### src/rtl/llc_maint_pkg.sv
package llc_maint_pkg;
   localparam int unsigned RA_W      = 3;
   localparam int unsigned CB_DIS    = 0;
   localparam int unsigned CB_IM     = 6;
   localparam int unsigned CB_BUSY   = 8;
   localparam int unsigned CB_ROP_LO = 9;
   localparam int unsigned ROP_W     = 3;

   localparam logic [RA_W-1:0] RA_CTRL  = 3'd0;
   localparam logic [RA_W-1:0] RA_HI    = 3'd1;
   localparam logic [RA_W-1:0] RA_LO    = 3'd2;
   localparam logic [RA_W-1:0] RA_WIPE  = 3'd3;
   localparam logic [RA_W-1:0] RA_DRAIN = 3'd4;

   localparam logic [ROP_W-1:0] ROP_DISCARD = 3'b001;

   typedef enum logic [1:0] {
      LOP_NONE    = 2'd0,
      LOP_CLEAN   = 2'd1,
      LOP_DISCARD = 2'd2,
      LOP_BOTH    = 2'd3
   } lop_kind_e;

   typedef enum logic [1:0] {
      W_IDLE  = 2'd0,
      W_RUN   = 2'd1,
      W_CLOSE = 2'd2
   } walk_state_e;

   function automatic lop_kind_e pick_kind(input logic discard_req, input logic im);
      if (!discard_req) return LOP_CLEAN;
      return im ? LOP_BOTH : LOP_DISCARD;
   endfunction
endpackage

### src/rtl/llc_maint_regs.sv
module llc_maint_regs
   import llc_maint_pkg::*;
#(
   parameter int unsigned AW = 32,
   parameter int unsigned DW = 32
) (
   input  logic            clk,
   input  logic            rst_n,
   input  logic            wr_en,
   input  logic [RA_W-1:0] wr_addr,
   input  logic [DW-1:0]   wr_data,
   input  logic [RA_W-1:0] rd_addr,
   output logic [DW-1:0]   rd_data,
   input  logic            busy,
   output logic            go,
   output logic            go_whole,
   output lop_kind_e       go_kind,
   output logic            go_off,
   output logic [AW-1:0]   go_lo,
   output logic [AW-1:0]   go_hi
);
   initial begin
      assert (DW >= AW) else $fatal(1, "data width below address width");
      assert (DW >= CB_ROP_LO + ROP_W) else $fatal(1, "data width too small for control");
   end

   logic             dis_q, im_q;
   logic [ROP_W-1:0] rop_q;
   logic [AW-1:0]    hi_q, lo_q;

   logic wr_ctrl, hit_hi, hit_lo, hit_wipe, hit_drain;

   assign wr_ctrl   = wr_en && (wr_addr == RA_CTRL);
   assign hit_hi    = wr_en && (wr_addr == RA_HI)    && !busy;
   assign hit_lo    = wr_en && (wr_addr == RA_LO)    && !busy;
   assign hit_wipe  = wr_en && (wr_addr == RA_WIPE)  && !busy;
   assign hit_drain = wr_en && (wr_addr == RA_DRAIN) && !busy;

   always_ff @(posedge clk or negedge rst_n) begin
      if (!rst_n) begin
         dis_q <= 1'b0;
         im_q  <= 1'b0;
         rop_q <= '0;
         hi_q  <= '0;
         lo_q  <= '0;
      end else begin
         if (wr_ctrl) begin
            dis_q <= wr_data[CB_DIS];
            im_q  <= wr_data[CB_IM];
            rop_q <= wr_data[CB_ROP_LO +: ROP_W];
         end
         if (hit_hi) hi_q <= wr_data[AW-1:0];
         if (hit_lo) lo_q <= wr_data[AW-1:0];
      end
   end

   assign go       = hit_lo || hit_wipe || hit_drain;
   assign go_whole = hit_wipe || hit_drain;
   assign go_off   = dis_q;
   assign go_lo    = wr_data[AW-1:0];
   assign go_hi    = hi_q;

   always_comb begin
      if (hit_lo)        go_kind = pick_kind(rop_q == ROP_DISCARD, im_q);
      else if (hit_wipe) go_kind = pick_kind(1'b1, im_q);
      else               go_kind = LOP_CLEAN;
   end

   always_comb begin
      rd_data = '0;
      case (rd_addr)
         RA_CTRL: begin
            rd_data[CB_DIS]               = dis_q;
            rd_data[CB_IM]                = im_q;
            rd_data[CB_BUSY]              = busy;
            rd_data[CB_ROP_LO +: ROP_W]   = rop_q;
         end
         RA_HI:   rd_data = DW'(hi_q);
         RA_LO:   rd_data = DW'(lo_q);
         default: rd_data = '0;
      endcase
   end

   assert_go_busy_R9: assert property (@(posedge clk) disable iff (!rst_n)
      go |=> busy);

   assert_hi_kept_R10: assert property (@(posedge clk) disable iff (!rst_n)
      (busy && wr_en && wr_addr == RA_HI) |=> (hi_q == $past(hi_q)));

   assert_lo_kept_R10: assert property (@(posedge clk) disable iff (!rst_n)
      (busy && wr_en && wr_addr == RA_LO) |=> (lo_q == $past(lo_q)));
endmodule

### src/rtl/llc_maint_walker.sv
module llc_maint_walker
   import llc_maint_pkg::*;
#(
   parameter int unsigned AW        = 32,
   parameter int unsigned SETS      = 16,
   parameter int unsigned WAYS      = 4,
   parameter int unsigned LSZ_BIG   = 7,
   parameter int unsigned LSZ_SMALL = 6
) (
   input  logic          clk,
   input  logic          rst_n,
   input  logic          go,
   input  logic          go_whole,
   input  lop_kind_e     go_kind,
   input  logic          go_off,
   input  logic [AW-1:0] go_lo,
   input  logic [AW-1:0] go_hi,
   input  logic          line_sel,
   input  logic          lop_ack,
   output logic          busy,
   output logic          lop_valid,
   output lop_kind_e     lop_kind,
   output logic          lop_whole,
   output logic [AW-1:0] lop_addr
);
   localparam int unsigned SET_W = (SETS > 1) ? $clog2(SETS) : 1;
   localparam int unsigned WAY_W = (WAYS > 1) ? $clog2(WAYS) : 1;
   localparam int unsigned SH_W  = $clog2(LSZ_BIG + 1);

   initial begin
      assert (SETS >= 2 && (SETS & (SETS - 1)) == 0) else $fatal(1, "SETS must be a power of two");
      assert (WAYS >= 1 && (WAYS & (WAYS - 1)) == 0) else $fatal(1, "WAYS must be a power of two");
      assert (AW >= SET_W + WAY_W) else $fatal(1, "address too narrow for index");
      assert (LSZ_SMALL < LSZ_BIG && LSZ_BIG < AW) else $fatal(1, "bad line size shifts");
   end

   walk_state_e     st_q;
   logic            whole_q;
   lop_kind_e       kind_q;
   logic [SH_W-1:0] sh_q;
   logic [AW-1:0]   cur_q, last_q;
   logic [SET_W-1:0] set_q;
   logic [WAY_W-1:0] way_q;

   logic [SH_W-1:0] go_sh;
   logic [AW-1:0]   lo_ln, hi_ln, whole_addr;
   logic            go_empty, set_last, way_last, step_last;

   assign go_sh    = line_sel ? SH_W'(LSZ_SMALL) : SH_W'(LSZ_BIG);
   assign lo_ln    = go_lo >> go_sh;
   assign hi_ln    = go_hi >> go_sh;
   assign go_empty = !go_whole && (hi_ln < lo_ln);
   assign set_last = (set_q == SET_W'(SETS - 1));

   generate
      if (WAYS == 1) begin : g_direct
         assign way_last   = 1'b1;
         assign whole_addr = AW'(set_q);
      end else begin : g_assoc
         assign way_last   = (way_q == WAY_W'(WAYS - 1));
         assign whole_addr = AW'({way_q, set_q});
      end
   endgenerate

   assign step_last = whole_q ? (set_last && way_last) : (cur_q == last_q);

   always_ff @(posedge clk or negedge rst_n) begin
      if (!rst_n) begin
         st_q    <= W_IDLE;
         whole_q <= 1'b0;
         kind_q  <= LOP_NONE;
         sh_q    <= '0;
         cur_q   <= '0;
         last_q  <= '0;
         set_q   <= '0;
         way_q   <= '0;
      end else begin
         case (st_q)
            W_IDLE: if (go) begin
               whole_q <= go_whole;
               kind_q  <= go_kind;
               sh_q    <= go_sh;
               cur_q   <= lo_ln;
               last_q  <= hi_ln;
               set_q   <= '0;
               way_q   <= '0;
               st_q    <= (go_off || go_empty) ? W_CLOSE : W_RUN;
            end
            W_RUN: if (lop_ack) begin
               if (step_last) begin
                  st_q <= W_IDLE;
               end else if (whole_q) begin
                  set_q <= set_q + 1'b1;
                  if (set_last) way_q <= way_q + 1'b1;
               end else begin
                  cur_q <= cur_q + 1'b1;
               end
            end
            default: st_q <= W_IDLE;
         endcase
      end
   end

   assign busy      = (st_q != W_IDLE);
   assign lop_valid = (st_q == W_RUN);
   assign lop_kind  = lop_valid ? kind_q : LOP_NONE;
   assign lop_whole = lop_valid && whole_q;
   assign lop_addr  = whole_q ? whole_addr : (cur_q << sh_q);

   assert_hold_R8: assert property (@(posedge clk) disable iff (!rst_n)
      (lop_valid && !lop_ack) |=> (lop_valid && $stable(lop_addr) && $stable(lop_kind) && $stable(lop_whole)));

   assert_quiet_R9: assert property (@(posedge clk) disable iff (!rst_n)
      !busy |-> !lop_valid);

   assert_align_R4: assert property (@(posedge clk) disable iff (!rst_n)
      (lop_valid && !lop_whole) |-> (lop_addr[LSZ_SMALL-1:0] == '0));

   assert_ascend_R4: assert property (@(posedge clk) disable iff (!rst_n)
      (lop_valid && lop_ack) |=> (!lop_valid || (lop_addr > $past(lop_addr))));

   assert_kind_R6: assert property (@(posedge clk) disable iff (!rst_n)
      lop_valid |-> (lop_kind != LOP_NONE));

   assert_skip_R11: assert property (@(posedge clk) disable iff (!rst_n)
      (go && !busy && (go_off || go_empty)) |=> (busy && !lop_valid));
endmodule

### src/rtl/llc_maint_ctrl.sv
module llc_maint_ctrl
   import llc_maint_pkg::*;
#(
   parameter int unsigned AW        = 32,
   parameter int unsigned DW        = 32,
   parameter int unsigned SETS      = 16,
   parameter int unsigned WAYS      = 4,
   parameter int unsigned LSZ_BIG   = 7,
   parameter int unsigned LSZ_SMALL = 6
) (
   input  logic          clk,
   input  logic          rst_n,
   input  logic          reg_we,
   input  logic [2:0]    reg_waddr,
   input  logic [DW-1:0] reg_wdata,
   input  logic [2:0]    reg_raddr,
   output logic [DW-1:0] reg_rdata,
   input  logic          line_size_sel,
   output logic          lop_valid,
   output logic [1:0]    lop_kind,
   output logic          lop_whole,
   output logic [AW-1:0] lop_addr,
   input  logic          lop_ack
);
   logic          busy, go, go_whole, go_off;
   lop_kind_e     go_kind, kind_w;
   logic [AW-1:0] go_lo, go_hi;

   llc_maint_regs #(.AW(AW), .DW(DW)) u_regs (
      .clk      (clk),
      .rst_n    (rst_n),
      .wr_en    (reg_we),
      .wr_addr  (reg_waddr),
      .wr_data  (reg_wdata),
      .rd_addr  (reg_raddr),
      .rd_data  (reg_rdata),
      .busy     (busy),
      .go       (go),
      .go_whole (go_whole),
      .go_kind  (go_kind),
      .go_off   (go_off),
      .go_lo    (go_lo),
      .go_hi    (go_hi)
   );

   llc_maint_walker #(
      .AW(AW), .SETS(SETS), .WAYS(WAYS), .LSZ_BIG(LSZ_BIG), .LSZ_SMALL(LSZ_SMALL)
   ) u_walk (
      .clk       (clk),
      .rst_n     (rst_n),
      .go        (go),
      .go_whole  (go_whole),
      .go_kind   (go_kind),
      .go_off    (go_off),
      .go_lo     (go_lo),
      .go_hi     (go_hi),
      .line_sel  (line_size_sel),
      .lop_ack   (lop_ack),
      .busy      (busy),
      .lop_valid (lop_valid),
      .lop_kind  (kind_w),
      .lop_whole (lop_whole),
      .lop_addr  (lop_addr)
   );

   assign lop_kind = kind_w;
endmodule

### config.mk
export PLATFORM = sky130hd
export DESIGN_NAME = llc_maint_ctrl
export DESIGN_NICKNAME = d
export VERILOG_FILES = /design/src/rtl/llc_maint_pkg.sv /design/src/rtl/llc_maint_regs.sv /design/src/rtl/llc_maint_walker.sv /design/src/rtl/llc_maint_ctrl.sv
export SDC_FILE = /design/constraint.sdc
export NUM_CORES = 1
export LEC_CHECK = 0
export ABC_CLOCK_PERIOD_IN_PS = 3450
export BUFFER_PORTS_ARGS = -buffer_cell sky130_fd_sc_hd__buf_2
export CORE_ASPECT_RATIO = 0.6
export CORE_MARGIN = 5
export CORE_UTILIZATION = 38
export DETAILED_ROUTE_END_ITERATION = 10
export GPL_TIMING_DRIVEN = 0
export HOLD_SLACK_MARGIN = 0.05
export SETUP_SLACK_MARGIN = 0.5
export SLEW_MARGIN = 20
export SYNTH_ARGS = -nofsm -noshare
export SYNTH_HDL_FRONTEND = slang
export SYNTH_SLANG_ARGS = --single-unit
export TNS_END_PERCENT = 50
### constraint.sdc
create_clock -name clk -period 3.45 [get_ports clk]
set_clock_uncertainty 0.15 [all_clocks]
set_input_delay 0.69 -clock clk [delete_from_list [all_inputs] [get_ports clk]]
set_output_delay 0.69 -clock clk [all_outputs]
set_load 0.03 [all_outputs]
=== Word level (Yosys, flattened, before mapping) ===
Cells that the tools add are included.

* Flip-flop bits (word level): 147
* Input bits: 43
* Output and inout port bits: 68
* Logic and storage cells: 104

* $add $sub $neg: 3
* $lt $le $gt $ge: 1
* Equality and inequality tests: 18
* Shift-type cells: 3
* Muxes and demuxes: 38
* Reduce and logical (&&, ||, !) cells: 28

{| class="wikitable"
|+ Operators with widths
! kind !! number
|-
| $mux W32 || 5
|-
| $pmux W32 S2 || 1
|-
| $shr A32 B3 Y32 || 2
|-
| $pmux W20 S2 || 1
|-
| $add A32 B1 Y32 const B || 1
|-
| $eq A32 B32 Y1 || 1
|-
| $lt A32 B32 Y1 || 1
|-
| $shl A32 B3 Y32 || 1
|-
| $mux W2 || 14
|-
| $mux W4 || 4
|-
| $ne A2 B2 Y1 const B || 7
|-
| $logic_and A1 B1 Y1 || 12
|-
| $pmux W4 S3 || 1
|-
| $pmux W5 S2 || 1
|-
| $reduce_and A5 Y1 || 2
|-
| $eq A3 B1 Y1 const B || 3
|-
| $eq A3 B2 Y1 const B || 3
|-
| $pmux W2 S2 || 2
|-
| $pmux W4 S2 || 1
|-
| $logic_not A3 Y1 || 2
|-
| $pmux W1 S3 || 2
|-
| $reduce_and A6 Y1 || 1
|-
| $mux W1 || 5
|-
| $add A4 B1 Y4 const B || 1
|-
| other kinds (12) || 17
|}

=== Longest topological paths before layout ===
Gate-level depths: netlist of the first run.

* Word-level depth: 10
* Mapped depth: 12
* Gate-level depth less buffers: 10

=== Cells and area by module ===
Synthesis of the first run repeated with hierarchy kept, for this count alone.

* Cells, all modules: 958
* Area total of the unflattened synthesis: 9544.2 um^2

{| class="wikitable"
|+ Modules (own cells, without submodules)
! module !! instances !! cells an instance !! area each (um^2) !! sequential area each (um^2)
|-
| llc_maint_walker || 1 || 707 || 6044.5 || 1776.7
|-
| llc_maint_regs || 1 || 251 || 3499.6 || 1726.7
|}

=== Worst setup path after synthesis of the first run ===
No wires, ideal clock.

* Path kind: input to register
* Start point: input port line_size_sel
* End point: register u_walk.st_q[0]
* Library setup time: 0.083 ns
* Arrival time: 3.364 ns
* Required time: 3.217 ns
* Slack: -0.147 ns
* Cell stages on the path: 10
* Path buffers: 2
* Cell sequence: clkbuf_1 buf_1 mux2_2 ha_1 nand3_1 or2_2 or3_1 nor4_1 nor3_1 o22ai_1

* Longest elaborated chain between the ends: 8
* Elaborated cells between the ends (all ways): 9
* Classes of those cells: order compare: 1; shift: 2; mux: 4; reduce/logical: 2

{| class="wikitable"
|+ Ends and longest elaborated chain
! item !! RTL line !! source
|-
| from (decl) || llc_maint_ctrl.sv:18 || <nowiki>input logic line_size_sel,</nowiki>
|-
| $mux W1 || llc_maint_walker.sv:49 || <nowiki>assign go_sh = line_sel ? SH_W'(LSZ_SMALL) : SH_W'(LSZ_BIG);</nowiki>
|-
| $shr A32 B3 Y32 || llc_maint_walker.sv:51 || <nowiki>assign hi_ln = go_hi >> go_sh;</nowiki>
|-
| named net u_walk.hi_ln[24] || llc_maint_walker.sv:46 || <nowiki>logic [AW-1:0] lo_ln, hi_ln, whole_addr;</nowiki>
|-
| $lt A32 B32 Y1 || llc_maint_walker.sv:52 || <nowiki>assign go_empty = !go_whole && (hi_ln < lo_ln);</nowiki>
|-
| $logic_and A1 B1 Y1 || llc_maint_walker.sv:52 ||
|-
| $logic_or A1 B1 Y1 || llc_maint_walker.sv:87 || <nowiki>st_q <= (go_off || go_empty) ? W_CLOSE : W_RUN;</nowiki>
|-
| $mux W2 || llc_maint_walker.sv:87 ||
|-
| $mux W2 || llc_maint_walker.sv:79 || <nowiki>W_IDLE: if (go) begin</nowiki>
|-
| $pmux W2 S2 || llc_maint_walker.sv:78 || <nowiki>case (st_q)</nowiki>
|-
| to (signal assigned) || llc_maint_walker.sv:87 ||
|-
| to (decl) || llc_maint_walker.sv:37 || <nowiki>walk_state_e st_q;</nowiki>
|}

The timed path passes the listed nets, and every way through them passes these cells. The select of a mux whose other input is x is not followed.
A chain may end at the register's enable or synchronous reset.

=== Worst setup path in the final report of the first run ===
* Start point: register u_walk.st_q[1]
* End point: output port lop_kind[0]

* Longest elaborated chain between the ends: 2

{| class="wikitable"
|+ Ends and longest elaborated chain
! item !! RTL line !! source
|-
| $eq A2 B1 Y1 || llc_maint_walker.sv:105 || <nowiki>assign lop_valid = (st_q == W_RUN);</nowiki>
|-
| $mux W2 || llc_maint_walker.sv:106 || <nowiki>assign lop_kind = lop_valid ? kind_q : LOP_NONE;</nowiki>
|-
| to (decl) || llc_maint_ctrl.sv:20 || <nowiki>output logic [1:0] lop_kind,</nowiki>
|}

No other way between the ends.

==> impl_results.md, run 1 <==
- Fin. max-slew vios: 0
- Crit-path max cell delay: 0.45 ns
- Area growth from synthesis to layout: 20.7%
- Async SR Flop Fraction: 100%
- Die Wd: 209 microns
- Register area share after synthesis: 38.8%
- Setup TNS Final: 0 ns
- Worst path bufs/invs: 3
- R2r setup slk: 0.52 ns
- Vias/cell: 5.74
- Area post-placement: 10100 sq um
- Die H: 129 microns
- Post-synth design cell area: 9030 sq um
- DRT antenna net count: 0
- Die ar.: 27000 sq um
- Fin crit share: 86.6%
- Req. time, crit path: 2.61 ns
- EDFF count, synth: 0
- Final setup viols: 0
- Antenna Cells: 0
- Row cnt: 43
- CTS sink count: 140
- GR Overflow Total: 0
- Leading area contributor after synthesis: dfrtp_1
- Syn nets: 913
- Vias in the first global route: 7322
- Top delay family on crit path: buffers and inverters
- Top post-synthesis cells by count: dfrtp_1 (140), mux2_2 (118), nor2_1 (67), nand2_1 (47), a21oi_1 (39)
- Synth Register Bits: 140
- Max VDD drop: 0.000359 V
- Nets@finish: 1043
- Type of the tightest min-delay check: input port to asynchronous set/reset pin
- Area contributors post-synth: dfrtp_1 (39%), mux2_2 (15%), mux4_2 (5.0%)
- Max frequency: 0.335 GHz
- Num ports: 111
- Reg2Reg Depth: 10
- Total global-route track usage: 21.4%
- Power Dens Cells: 838 nW/um^2
- Worst-Margin Slew: 0.784 ns
- Critical-path top delay cell: dfrtp_1
- Cell variety after synth: 75
- Yosys top cell area share: 38.8%
- Warnings, synthesis: 0
- Initial antenna violation count: 0
- H-tree depth: 4
- Post-route cell area: 10900 sq um
- Post-route DRC: 0
- Clock Path Buffers: 2
- PortBufs: 107
- Avg Cell Area, Syn: 10.7 sq um
- CP endpoint kind: output pin
- RSZ-0062 raised after global routing: true
- Leakage: 4.99 nW
- CTS tree: yes
- Clock Latency Late Sink: 0.42 ns
- Most frequent cell after synthesis: dfrtp_1
- CP Max Fanout: 10
- DP HPWL: 22200 microns
- Worst R2R End: u_walk.cur_q[19]
- Core Region: 23200 sq um
- First-pass GRT wire length: 44900 microns
- Largest net degree at the start of global routing: 73
- Vias: 7452
- Outcome: complete, no violations
- Tot Pwr: 9.14 mW
- Clk slew on worst S/H paths: 0.06 ns
- Hold Vio Cnt, Final: 0
- Worst slew margin: 47.7%
- Final Critical Period: 2.99 ns
- Reg2Reg Launch Point: u_walk.cur_q[2]
- Routed wire length per instance: 22.3 microns
- Initial core utilization: 38.8%
- CP Launch Type: flop
- Cells after Synth: 842
- Data arrival, critical path: 2.15 ns
- Pre-antenna DRT Iters: 5
- Layout cells sized above 1: 38.9%
- Dpl cells: 1265
- Root buf cell: clkbuf_16
- MaxCap Viol Count: 0
- Total CTS buffers: 17
- Worst-path cell chain: nand2b_1 > inv_1 > clkbuf_2 > and2_1 > buf_2
- Post-Layout Cell Count: 1299
- Placer Congestion: 0.944
- Post-CTS Hold Fix Bufs: 0
- Crit Path Class: flop to output pin
- Ys flop type: dfrtp_1
- Iteration-0 DRC Markers: 654
- Final WL: 28900 microns
-- what timing repair did --
action / CTS / global route
pin swaps: 0 / 5
gates cloned: 0 / 0
setup endpoints to repair: 79 / 83
gates resized for setup: 33 / 50
buffers inserted: 2 / 1
-- logic make-up (layout without fill, tap and decap cells) --
family | Yosys count | count (layout) | share of synthesized area, %
compound gates | 155 | 155 | 11.7
xor+xnor | 32 | 32 | 3.10
fa+ha+maj | 28 | 28 | 3.88
buf+inv | 78 | 220 | 4.28
flops | 140 | 140 | 38.8
mux | 180 | 180 | 25.1
simple gates | 229 | 229 | 13.2
-- metrics by stage --
| step | hold WS [ns] | worst slack, ns | util, % |
|---|---|---|---|
| after CTS | 0.0836 | 0.314 | 46.3 |
| after floorplan | 0.244 | 0.350 | - |
| after detailed placement | 0.316 | -0.271 | 43.3 |
| final | 0.0617 | 0.462 | 46.9 |
| after global placement | 0.308 | -0.566 | 43.1 |
| after global routing | 0.111 | 0.423 | 46.9 |
-- final cells by class --
| type | count | area, sq um |
|---|---|---|
| plain buffers | 67 | 478 |
| well taps | 315 | 394 |
| repair buffers | 111 | 601 |
| clock inverters | 6 | 82.6 |
| fillers | 2213 | 12300 |
| clock buffers | 25 | 515 |
| multi-input cells | 624 | 5280 |
| flip-flops and latches | 140 | 3510 |
| inverters | 11 | 41.3 |
-- report_power, final --
group          switching, mW  internal, mW
registers              0.643          2.35
clock network          0.714          1.17
logic                   2.37          1.90
total                   3.72          5.42
-- sequential cells by signal, summed over array words and instances, names as in the netlist, 3 cells and up --
signal / cells
u_regs.go_hi: 32
u_regs.lo_q: 32
u_walk.cur_q: 32
u_walk.last_q: 26
u_walk.set_q: 4
u_regs.rop_q: 3
-- metal layers --
layer	vias up	routed length, microns	track usage [%]
met2	284	11500	29.5
met4	0	108	3.60
met3	9	2430	5.15
met5	-	0	0
li1	3367	-	-
met1	3792	14900	34.3
-- worst reg2reg max path, stage by stage, from the launching register on --
cell and delay (ns):
dfrtp_1 0.35, buf_2 0.19, xor2_2 0.23, nor4_2 0.26, nand4_1 0.25, or4_4 0.58
and3_1 0.17, buf_6 0.15, nand3_2 0.12, o21ai_0 0.11, a21oi_1 0.26
-- worst max path at each step --
stage	from	endpoint	slack, ns	depth (start not counted)
after floorplan	u_walk.sh_q[0]	lop_addr[0]	0.35	4
after global placement	rst_n	u_walk.cur_q[3]	-0.57	1
after detailed placement	line_size_sel	u_walk.st_q[0]	-0.27	11
after CTS	line_size_sel	u_walk.st_q[0]	0.31	13
after global routing	line_size_sel	u_walk.st_q[0]	0.42	13
final	u_walk.st_q[1]	lop_kind[0]	0.46	5
-- cells in the final DEF, fill, tap and decap left out, types with 4 or more instances in the layout --
master,synthesis,routed
buf_4,3,11
o21ai_0,33,29
clkbuf_2,1,10
a21o_1,4,4
nand3_1,24,22
and3_1,12,12
o22a_1,8,8
nor4_1,10,8
dfrtp_1,140,137
nor2_1,67,65
clkbuf_4,0,5
a22o_1,27,7
inv_1,11,11
nand4_1,8,8
buf_6,7,11
a21oi_1,39,39
mux2i_1,38,37
xor2_1,32,30
buf_1,14,6
ha_1,28,28
and2_1,28,28
clkbuf_16,0,17
mux4_2,20,20
nand2_1,47,47
buf_2,7,113
o21ai_1,2,5
mux4_1,4,4
clkbuf_8,2,10
a31oi_1,8,8
clkbuf_1,33,15
mux2_2,118,118
a22oi_1,6,6
a22o_2,0,20
(Power assumes the default switching activity.)
==> run 2: changes to the inputs <==
--- a/config.mk
+++ b/config.mk
@@ -5,6 +5,7 @@
 export SDC_FILE = /design/constraint.sdc
 export NUM_CORES = 1
 export LEC_CHECK = 0
+export ABC_AREA = 1
 export ABC_CLOCK_PERIOD_IN_PS = 3450
 export BUFFER_PORTS_ARGS = -buffer_cell sky130_fd_sc_hd__buf_2
 export CORE_ASPECT_RATIO = 0.6
==> run 2 against run 1 <==
Final area up 0.23%. Critical path depth is the same. First-iteration DRC count increased by 53%. Sequential share of layout area shrank 0.11 points. Fmax is 1.1% higher. Register-to-register slack improved by 0.42 ns. Critical path type unchanged. Critical endpoint is now lop_addr[19]. Routed wire length up 22%.
==> impl_results.md, run 2 <==
- Die Wd: 212 microns (+1.4%)
- Core Region: 24100 sq um (+3.7%)
- Worst-Margin Slew: 0.753 ns (-0.0309 ns)
- Syn nets: 1443 (+58%)
- Crit Path Class: flop to output pin
- Final Critical Period: 2.96 ns (-0.0317 ns)
- Area contributors post-synth: dfrtp_1 (38%), nand2_1 (19%), o21ai_0 (10%)
- Iteration-0 DRC Markers: 1001 (+53%)
- CP dominant cell by count: clkbuf_2
- CTS sink count: 140 (unchanged)
- Die H: 131 microns (+1.3%)
- Ys flop type: dfrtp_1
- DRT antenna net count: 0 (unchanged)
- Avg Cell Area, Syn: 6.77 sq um (-37%)
- Pre-antenna DRT Iters: 5 (unchanged)
- Largest net degree at the start of global routing: 84 (+15%)
- Total CTS buffers: 17 (unchanged)
- Top delay family on crit path: compound AO/OA/AOI/OAI gates
- MaxCap Viol Count: 0 (unchanged)
- Synth Register Bits: 140 (unchanged)
- Layout cells sized above 1: 14.7% (-24 points)
- Post-CTS Hold Fix Bufs: 0 (unchanged)
- Leading area contributor after synthesis: dfrtp_1
- Max frequency: 0.338 GHz (+1.1%)
- Worst path bufs/invs: 3 (unchanged)
- Vias/cell: 5.40 (-5.9%)
- Root buf cell: clkbuf_16
- Max VDD drop: 0.000390 V (+8.6%)
- Tot Pwr: 8.98 mW (-1.7%)
- EDFF count, synth: 0 (unchanged)
- CP endpoint kind: output pin
- Most frequent cells in the layout: nand2_1 (456), o21ai_0 (182), dfrtp_1 (140)
- Cell variety after synth: 37 (-51%)
- CP Launch Type: flop
- Total global-route track usage: 26.0% (+4.6 points)
- Top post-synthesis cells by count: nand2_1 (458), o21ai_0 (192), dfrtp_1 (140), inv_1 (135), nor2_1 (67)
- Final WL: 35400 microns (+22%)
- Critical-path top delay cell: o21ai_0
- First-pass GRT wire length: 54700 microns (+22%)
- Area growth from synthesis to layout: 17.6%
- Filler cell count: 2550 (+15%)
- Crit-path max cell delay: 0.51 ns (+0.06 ns)
- Post-route DRC: 0 (unchanged)
- Worst-path cell chain: clkbuf_2 > clkbuf_2 > o21ai_0 > o22ai_1 > buf_2
- Register area share after synthesis: 37.7% (-1.1 points)
- Clock Path Buffers: 2 (unchanged)
- Antenna Cells: 0 (unchanged)
- Clk slew on worst S/H paths: 0.06 ns (about the same)
- Worst slew margin: 49.8% (+2.1 points)
- Outcome: complete, no violations
- Post-synth design cell area: 9290 sq um (+2.9%)
- Num ports: 111 (unchanged)
- Most frequent cell after synthesis: nand2_1
- Yosys top cell area share: 37.7% (-1.1 points)
- GR Overflow Total: 0 (unchanged)
- Placer Congestion: 0.986 (+4.5%)
- Type of the tightest min-delay check: input port to asynchronous set/reset pin
- Routed wire length per instance: 19.3 microns (-13%)
- PortBufs: 108 (+0.93%)
- DP HPWL: 28700 microns (+29%)
- CP Max Fanout: 10 (unchanged)
- Initial core utilization: 38.5% (-0.33 points)
- H-tree depth: 4 (unchanged)
- Power Dens Cells: 822 nW/um^2 (-1.9%)
- Fin crit share: 85.7% (-0.92 points)
- Data arrival, critical path: 2.12 ns (-0.03 ns)
- Cells after Synth: 1372 (+63%)
- Fin. max-slew vios: 0 (unchanged)
- CTS tree: yes
- Vias: 9920 (+33%)
- Async SR Flop Fraction: 100% (unchanged)
- Row cnt: 44 (+2.3%)
- Final setup viols: 0 (unchanged)
- Req. time, crit path: 2.61 ns (about the same)
- Hold Vio Cnt, Final: 0 (unchanged)
- Initial antenna violation count: 0 (unchanged)
- Vias in the first global route: 9298 (+27%)
- Nets@finish: 1573 (+51%)
- Final Util: 45.3% (-1.6 points)
- Commonest non-fill, non-tap cell in the layout: nand2_1
- Die ar.: 27800 sq um (+2.7%)
- Clock Latency Late Sink: 0.44 ns (+0.02 ns)
- Warnings, synthesis: 0 (unchanged)
- Leakage: 5.48 nW (+9.8%)
- RSZ-0062 raised after global routing: true
## run 2: changes by cell type in the layout (fill, tap and decap cells not counted), sizes merged, moves of 25 or more
| cell | before | now |
|---|---|---|
| inv | 11 | 144 |
| a22o | 27 | 0 |
| nand3 | 25 | 67 |
| nand2 | 47 | 460 |
| a21oi | 40 | 15 |
| o21ai | 35 | 224 |
| nand4 | 9 | 54 |
| and2 | 28 | 0 |
| mux2 | 118 | 0 |
| o22ai | 1 | 28 |
| mux2i | 38 | 2 |
## run 2: area by class of cell
type,instances,area (sq um),share of cell area [%]
inverter,140,526,4.81
tap,322,403,3.69
buffer,84,435,3.99
multi-input combinational,1008,4900,44.8
timing repair buffer,111,596,5.45
clock buffer,17,425,3.89
sequential,140,3500,32.1
clock inverter,15,139,1.27
## run 2: worst paths after layout
path | end | from | cells past startpoint | slack [ns]
worst max-delay path | lop_addr[19] | u_walk.sh_q[0] | 5 | 0.49
worst min-delay path | u_regs.go_hi[25] | rst_n | 1 | 0.09
worst max register to register | u_walk.cur_q[24] | u_walk.st_q[0] | 8 | 0.94
worst min register to register | u_regs.lo_q[10] | u_regs.lo_q[10] | 2 | 0.34
max in group asynchronous | u_walk.st_q[1] | rst_n | 2 | 2.31
min in group clk | u_regs.lo_q[10] | u_regs.lo_q[10] | 2 | 0.34
## run 2: worst reg2reg max path: stages, from the launching register on
cell and delay (ns):
dfrtp_1 0.39, inv_2 0.09, nor2_4 0.06, inv_2 0.29, nor2_1 0.17, inv_1 0.36, clkbuf_1 0.63, nand4_1 0.21
nand2_1 0.10
## run 2: power breakdown
part	switching, mW	internal [mW]	leakage (nW)
logic	3.05	1.34	3.43
clock network	0.814	1.00	0.274
registers	0.500	2.27	1.78
total	4.37	4.62	5.48
## run 2: per-layer routing
| layer | vias to the layer above | track usage (%) | part of all wire, % |
|---|---|---|---|
| met5 | - | 0 | 0 |
| met4 | 0 | 4.54 | 0.88 |
| met3 | 23 | 8.16 | 10 |
| met2 | 370 | 34.2 | 38 |
| met1 | 4765 | 41.5 | 51 |
| li1 | 4762 | - | - |
## run 2: stage by stage
step                      TNS, ns  hold WS, ns  worst slack (ns)  cell area (sq um)  instances
final                           0       0.0886             0.493              10900       1837
after global placement     -90.18        0.315            -0.660              10200       1802
after CTS                       0        0.124             0.452              10900       1835
after global routing            0        0.142             0.412              10900       1837
after floorplan                 0        0.244             0.413               9290       1372
after detailed placement   -0.748        0.324            -0.398              10300       1803
## run 2: timing repair
item,CTS,global route
pin swaps,0,1
gates resized for setup,28,36
buffers inserted,0,2
setup endpoints to repair,63,58
## run 2: cells by family after synthesis
kind of cell,Yosys count,share of synthesized area (%)
adders and majority gates,28,3.77
and+or+nand+nor,676,30.5
xor gates and xnor gates,25,2.36
AOI/OAI and AO/OA,277,15.6
muxes,2,0.216
buffers and inverters,224,9.81
DFF,140,37.7
==> run 3: changes to the inputs <==
--- a/config.mk
+++ b/config.mk
@@ -5,12 +5,12 @@
 export SDC_FILE = /design/constraint.sdc
 export NUM_CORES = 1
 export LEC_CHECK = 0
-export ABC_AREA = 1
 export ABC_CLOCK_PERIOD_IN_PS = 3450
-export BUFFER_PORTS_ARGS = -buffer_cell sky130_fd_sc_hd__buf_2
+export BUFFER_PORTS_ARGS = -buffer_cell sky130_fd_sc_hd__buf_4
 export CORE_ASPECT_RATIO = 0.6
 export CORE_MARGIN = 5
 export CORE_UTILIZATION = 38
+export CTS_CLUSTER_DIAMETER = 40
 export DETAILED_ROUTE_END_ITERATION = 10
 export GPL_TIMING_DRIVEN = 0
 export HOLD_SLACK_MARGIN = 0.05
==> run 3 against run 2 <==
Final cell count decreased by 29%. Non-clock buffer count decreased by 17. Clock-buffer cell count increased by 9. Fmax decreased by 0.40%. Register-to-register slack got worse by 0.42 ns. Die area decreased by 2.6%. Critical path depth increased by 6. First-iteration DRC count decreased by 30%. Power increased by 3.3%. Global-route usage decreased by 4.6 points.
==> impl_results.md, run 3 (synthesized netlist as in run 1, its figures left out) <==
- Outcome: complete, no violations
- Register share of total power: 32.2% (+1.3 points)
- Final WL: 28800 microns (-19%)
- Die H: 129 microns (-1.3%)
- Routed wire length per instance: 22.2 microns (+15%)
- Initial core utilization: 38.8% (+0.33 points)
- CP Max Fanout: 10 (unchanged)
- Data arrival, critical path: 3.16 ns (+1.04 ns)
- Area post-placement: 10300 sq um (+0.67%)
- Final Critical Period: 2.97 ns (+0.0120 ns)
- Fin crit share: 86.1% (+0.35 points)
- H-tree depth: 4 (unchanged)
- Final Util: 48.0% (+2.7 points)
- Root buf cell: clkbuf_16
- Power Dens Cells: 832 nW/um^2 (+1.2%)
- GR Overflow Total: 0 (unchanged)
- Max VDD drop: 0.000381 V (-2.3%)
- Net Sw Frac: 40.2% (-8.4 points)
- Max frequency: 0.337 GHz (-0.40%)
- CP dominant cell by count: buf_6
- Worst-Margin Slew: 0.764 ns (+0.0103 ns)
- Largest net degree at the start of global routing: 72 (-14%)
- CP Launch Type: input port
- Die Wd: 209 microns (-1.3%)
- Dpl cells: 1265 (-30%)
- Critical-path top delay cell: or3_1
- DP HPWL: 22300 microns (-22%)
- Worst-path cell chain: buf_4 > buf_6 > buf_6 > mux2_2 > ha_1 > nand3_1 > or2_2 > or3_1 > nor4_4 > nor3_1 > o22ai_1
- Area growth from synthesis to layout: 23.5%
- Layout cells sized above 1: 38.7% (+24 points)
- Row cnt: 43 (-2.3%)
- Clk slew on worst S/H paths: 0.06 ns (about the same)
- Crit Path Class: input port to flop
- FF+latch area: 3510 sq um (+0.18%)
- Die ar.: 27000 sq um (-2.6%)
- Switching power: 3.73 mW (-15%)
- Commonest non-fill, non-tap cell in the layout: dfrtp_1
- Hold Vio Cnt, Final: 0 (unchanged)
- Filler cell count: 2187 (-14%)
- Placer Congestion: 0.952 (-3.5%)
- Leakage: 5.01 nW (-8.5%)
- Clock Path Buffers: 2 (unchanged)
- Type of the tightest min-delay check: input port to asynchronous set/reset pin
- Clock Power Share: 20.8% (+0.6 points)
- CTS tree: yes
- Antenna Cells: 0 (unchanged)
- Post-Layout Cell Count: 1300 (-29%)
- Final setup viols: 0 (unchanged)
- Comb power frac: 47.0% (-2.0 points)
- Multi-input gate area: 5290 sq um (+7.9%)
- Fin. max-slew vios: 0 (unchanged)
- Nets@finish: 1043 (-34%)
- Total CTS buffers: 17 (unchanged)
- Vias: 7445 (-25%)
- Post-route DRC: 0 (unchanged)
- Pint: 5.55 mW (+20%)
- MaxCap Viol Count: 0 (unchanged)
- Initial antenna violation count: 0 (unchanged)
- CP endpoint kind: flop
- Total global-route track usage: 21.5% (-4.6 points)
- DRT antenna net count: 0 (unchanged)
- RSZ-0062 raised after global routing: true
- Clock Latency Late Sink: 0.43 ns (about the same)
- Vias/cell: 5.73 (+6.1%)
- Iteration-0 DRC Markers: 699 (-30%)
- Most frequent cells in the layout: dfrtp_1 (135), mux2_2 (118), buf_4 (115)
- First-pass GRT wire length: 44700 microns (-18%)
- Core Region: 23200 sq um (-3.6%)
- PortBufs: 107 (-0.93%)
- Crit-path max cell delay: 0.49 ns (-0.02 ns)
- Pre-antenna DRT Iters: 5 (unchanged)
- Vias in the first global route: 7258 (-22%)
- Req. time, crit path: 3.64 ns (+1.03 ns)
- Post-route cell area: 11200 sq um (+2.1%)
- Worst slew margin: 49.1% (-0.68 points)
- CTS sink count: 140 (unchanged)
- Num ports: 111 (unchanged)
-- run 3: final timing paths --
kind,start,to,slack (ns),depth (start not counted)
worst max-delay path,line_size_sel,u_walk.st_q[0],0.48,11
worst min-delay path,rst_n,u_regs.go_hi[29],0.07,1
worst max register to register,u_walk.cur_q[2],u_walk.cur_q[19],0.52,10
worst min register to register,u_walk.kind_q[1],u_walk.kind_q[1],0.34,2
max in group asynchronous,rst_n,u_walk.cur_q[1],2.31,2
min in group clk,u_walk.kind_q[1],u_walk.kind_q[1],0.34,2
-- run 3: power by group through the flow --
| stage | clock [mW] | sequential [mW] | combinational (mW) |
|---|---|---|---|
| floorplan | 0 | 2.75 | 3.02 |
| CTS | 1.96 | 2.96 | 4.21 |
| detailed placement | 0 | 2.99 | 4.14 |
| global placement | 0 | 2.97 | 4.08 |
| global route | 2.03 | 3.08 | 4.72 |
| finish | 1.93 | 2.99 | 4.36 |
-- run 3: what timing repair did --
action	in CTS	in global routing
hold buffers	0	0
endpoints found under the hold margin	0	0
resized for setup	30	40
pin swaps	0	7
buffers inserted	2	1
setup endpoints to repair	81	65
-- run 3: critical path: cells and delay by family --
kind                       cells  cell delay, ns
AOI/OAI and AO/OA              1            0.15
and+or+nand+nor                5            1.17
muxes                          1            0.37
adders and majority gates      1            0.31
buffers and inverters          3            0.47
-- run 3: area by class of cell --
cell class	instances	share of cell area, %
Tap cell	315	3.53
Sequential cell	140	31.5
Clock inverter	6	0.965
Timing Repair Buffer	111	7.72
Inverter	11	0.370
Clock buffer	26	4.48
Multi-Input combinational cell	624	47.4
Buffer	67	4.06
-- run 3: per-stage QoR --
step | hold slack (ns) | TNS, ns | setup WS (ns) | power [mW]
6_report | 0.0652 | 0 | 0.481 | 9.28
5_1_grt | 0.119 | 0 | 0.395 | 9.82
4_1_cts | 0.0880 | 0 | 0.367 | 9.13
3_5_place_dp | 0.321 | -1.79 | -0.269 | 7.13
3_3_place_gp | 0.309 | -1.66 | -0.249 | 7.05
2_1_floorplan | 0.244 | 0 | 0.350 | 5.76
-- run 3: routing by layer --
layer / global-route usage (%) / up-vias / part of all wire (%)
li1: - / 3389 / -
met1: 34.5 / 3772 / 51
met2: 28.6 / 264 / 40
met3: 5.59 / 20 / 8.4
met4: 4.45 / 0 / 0.94
met5: 0 / - / 0
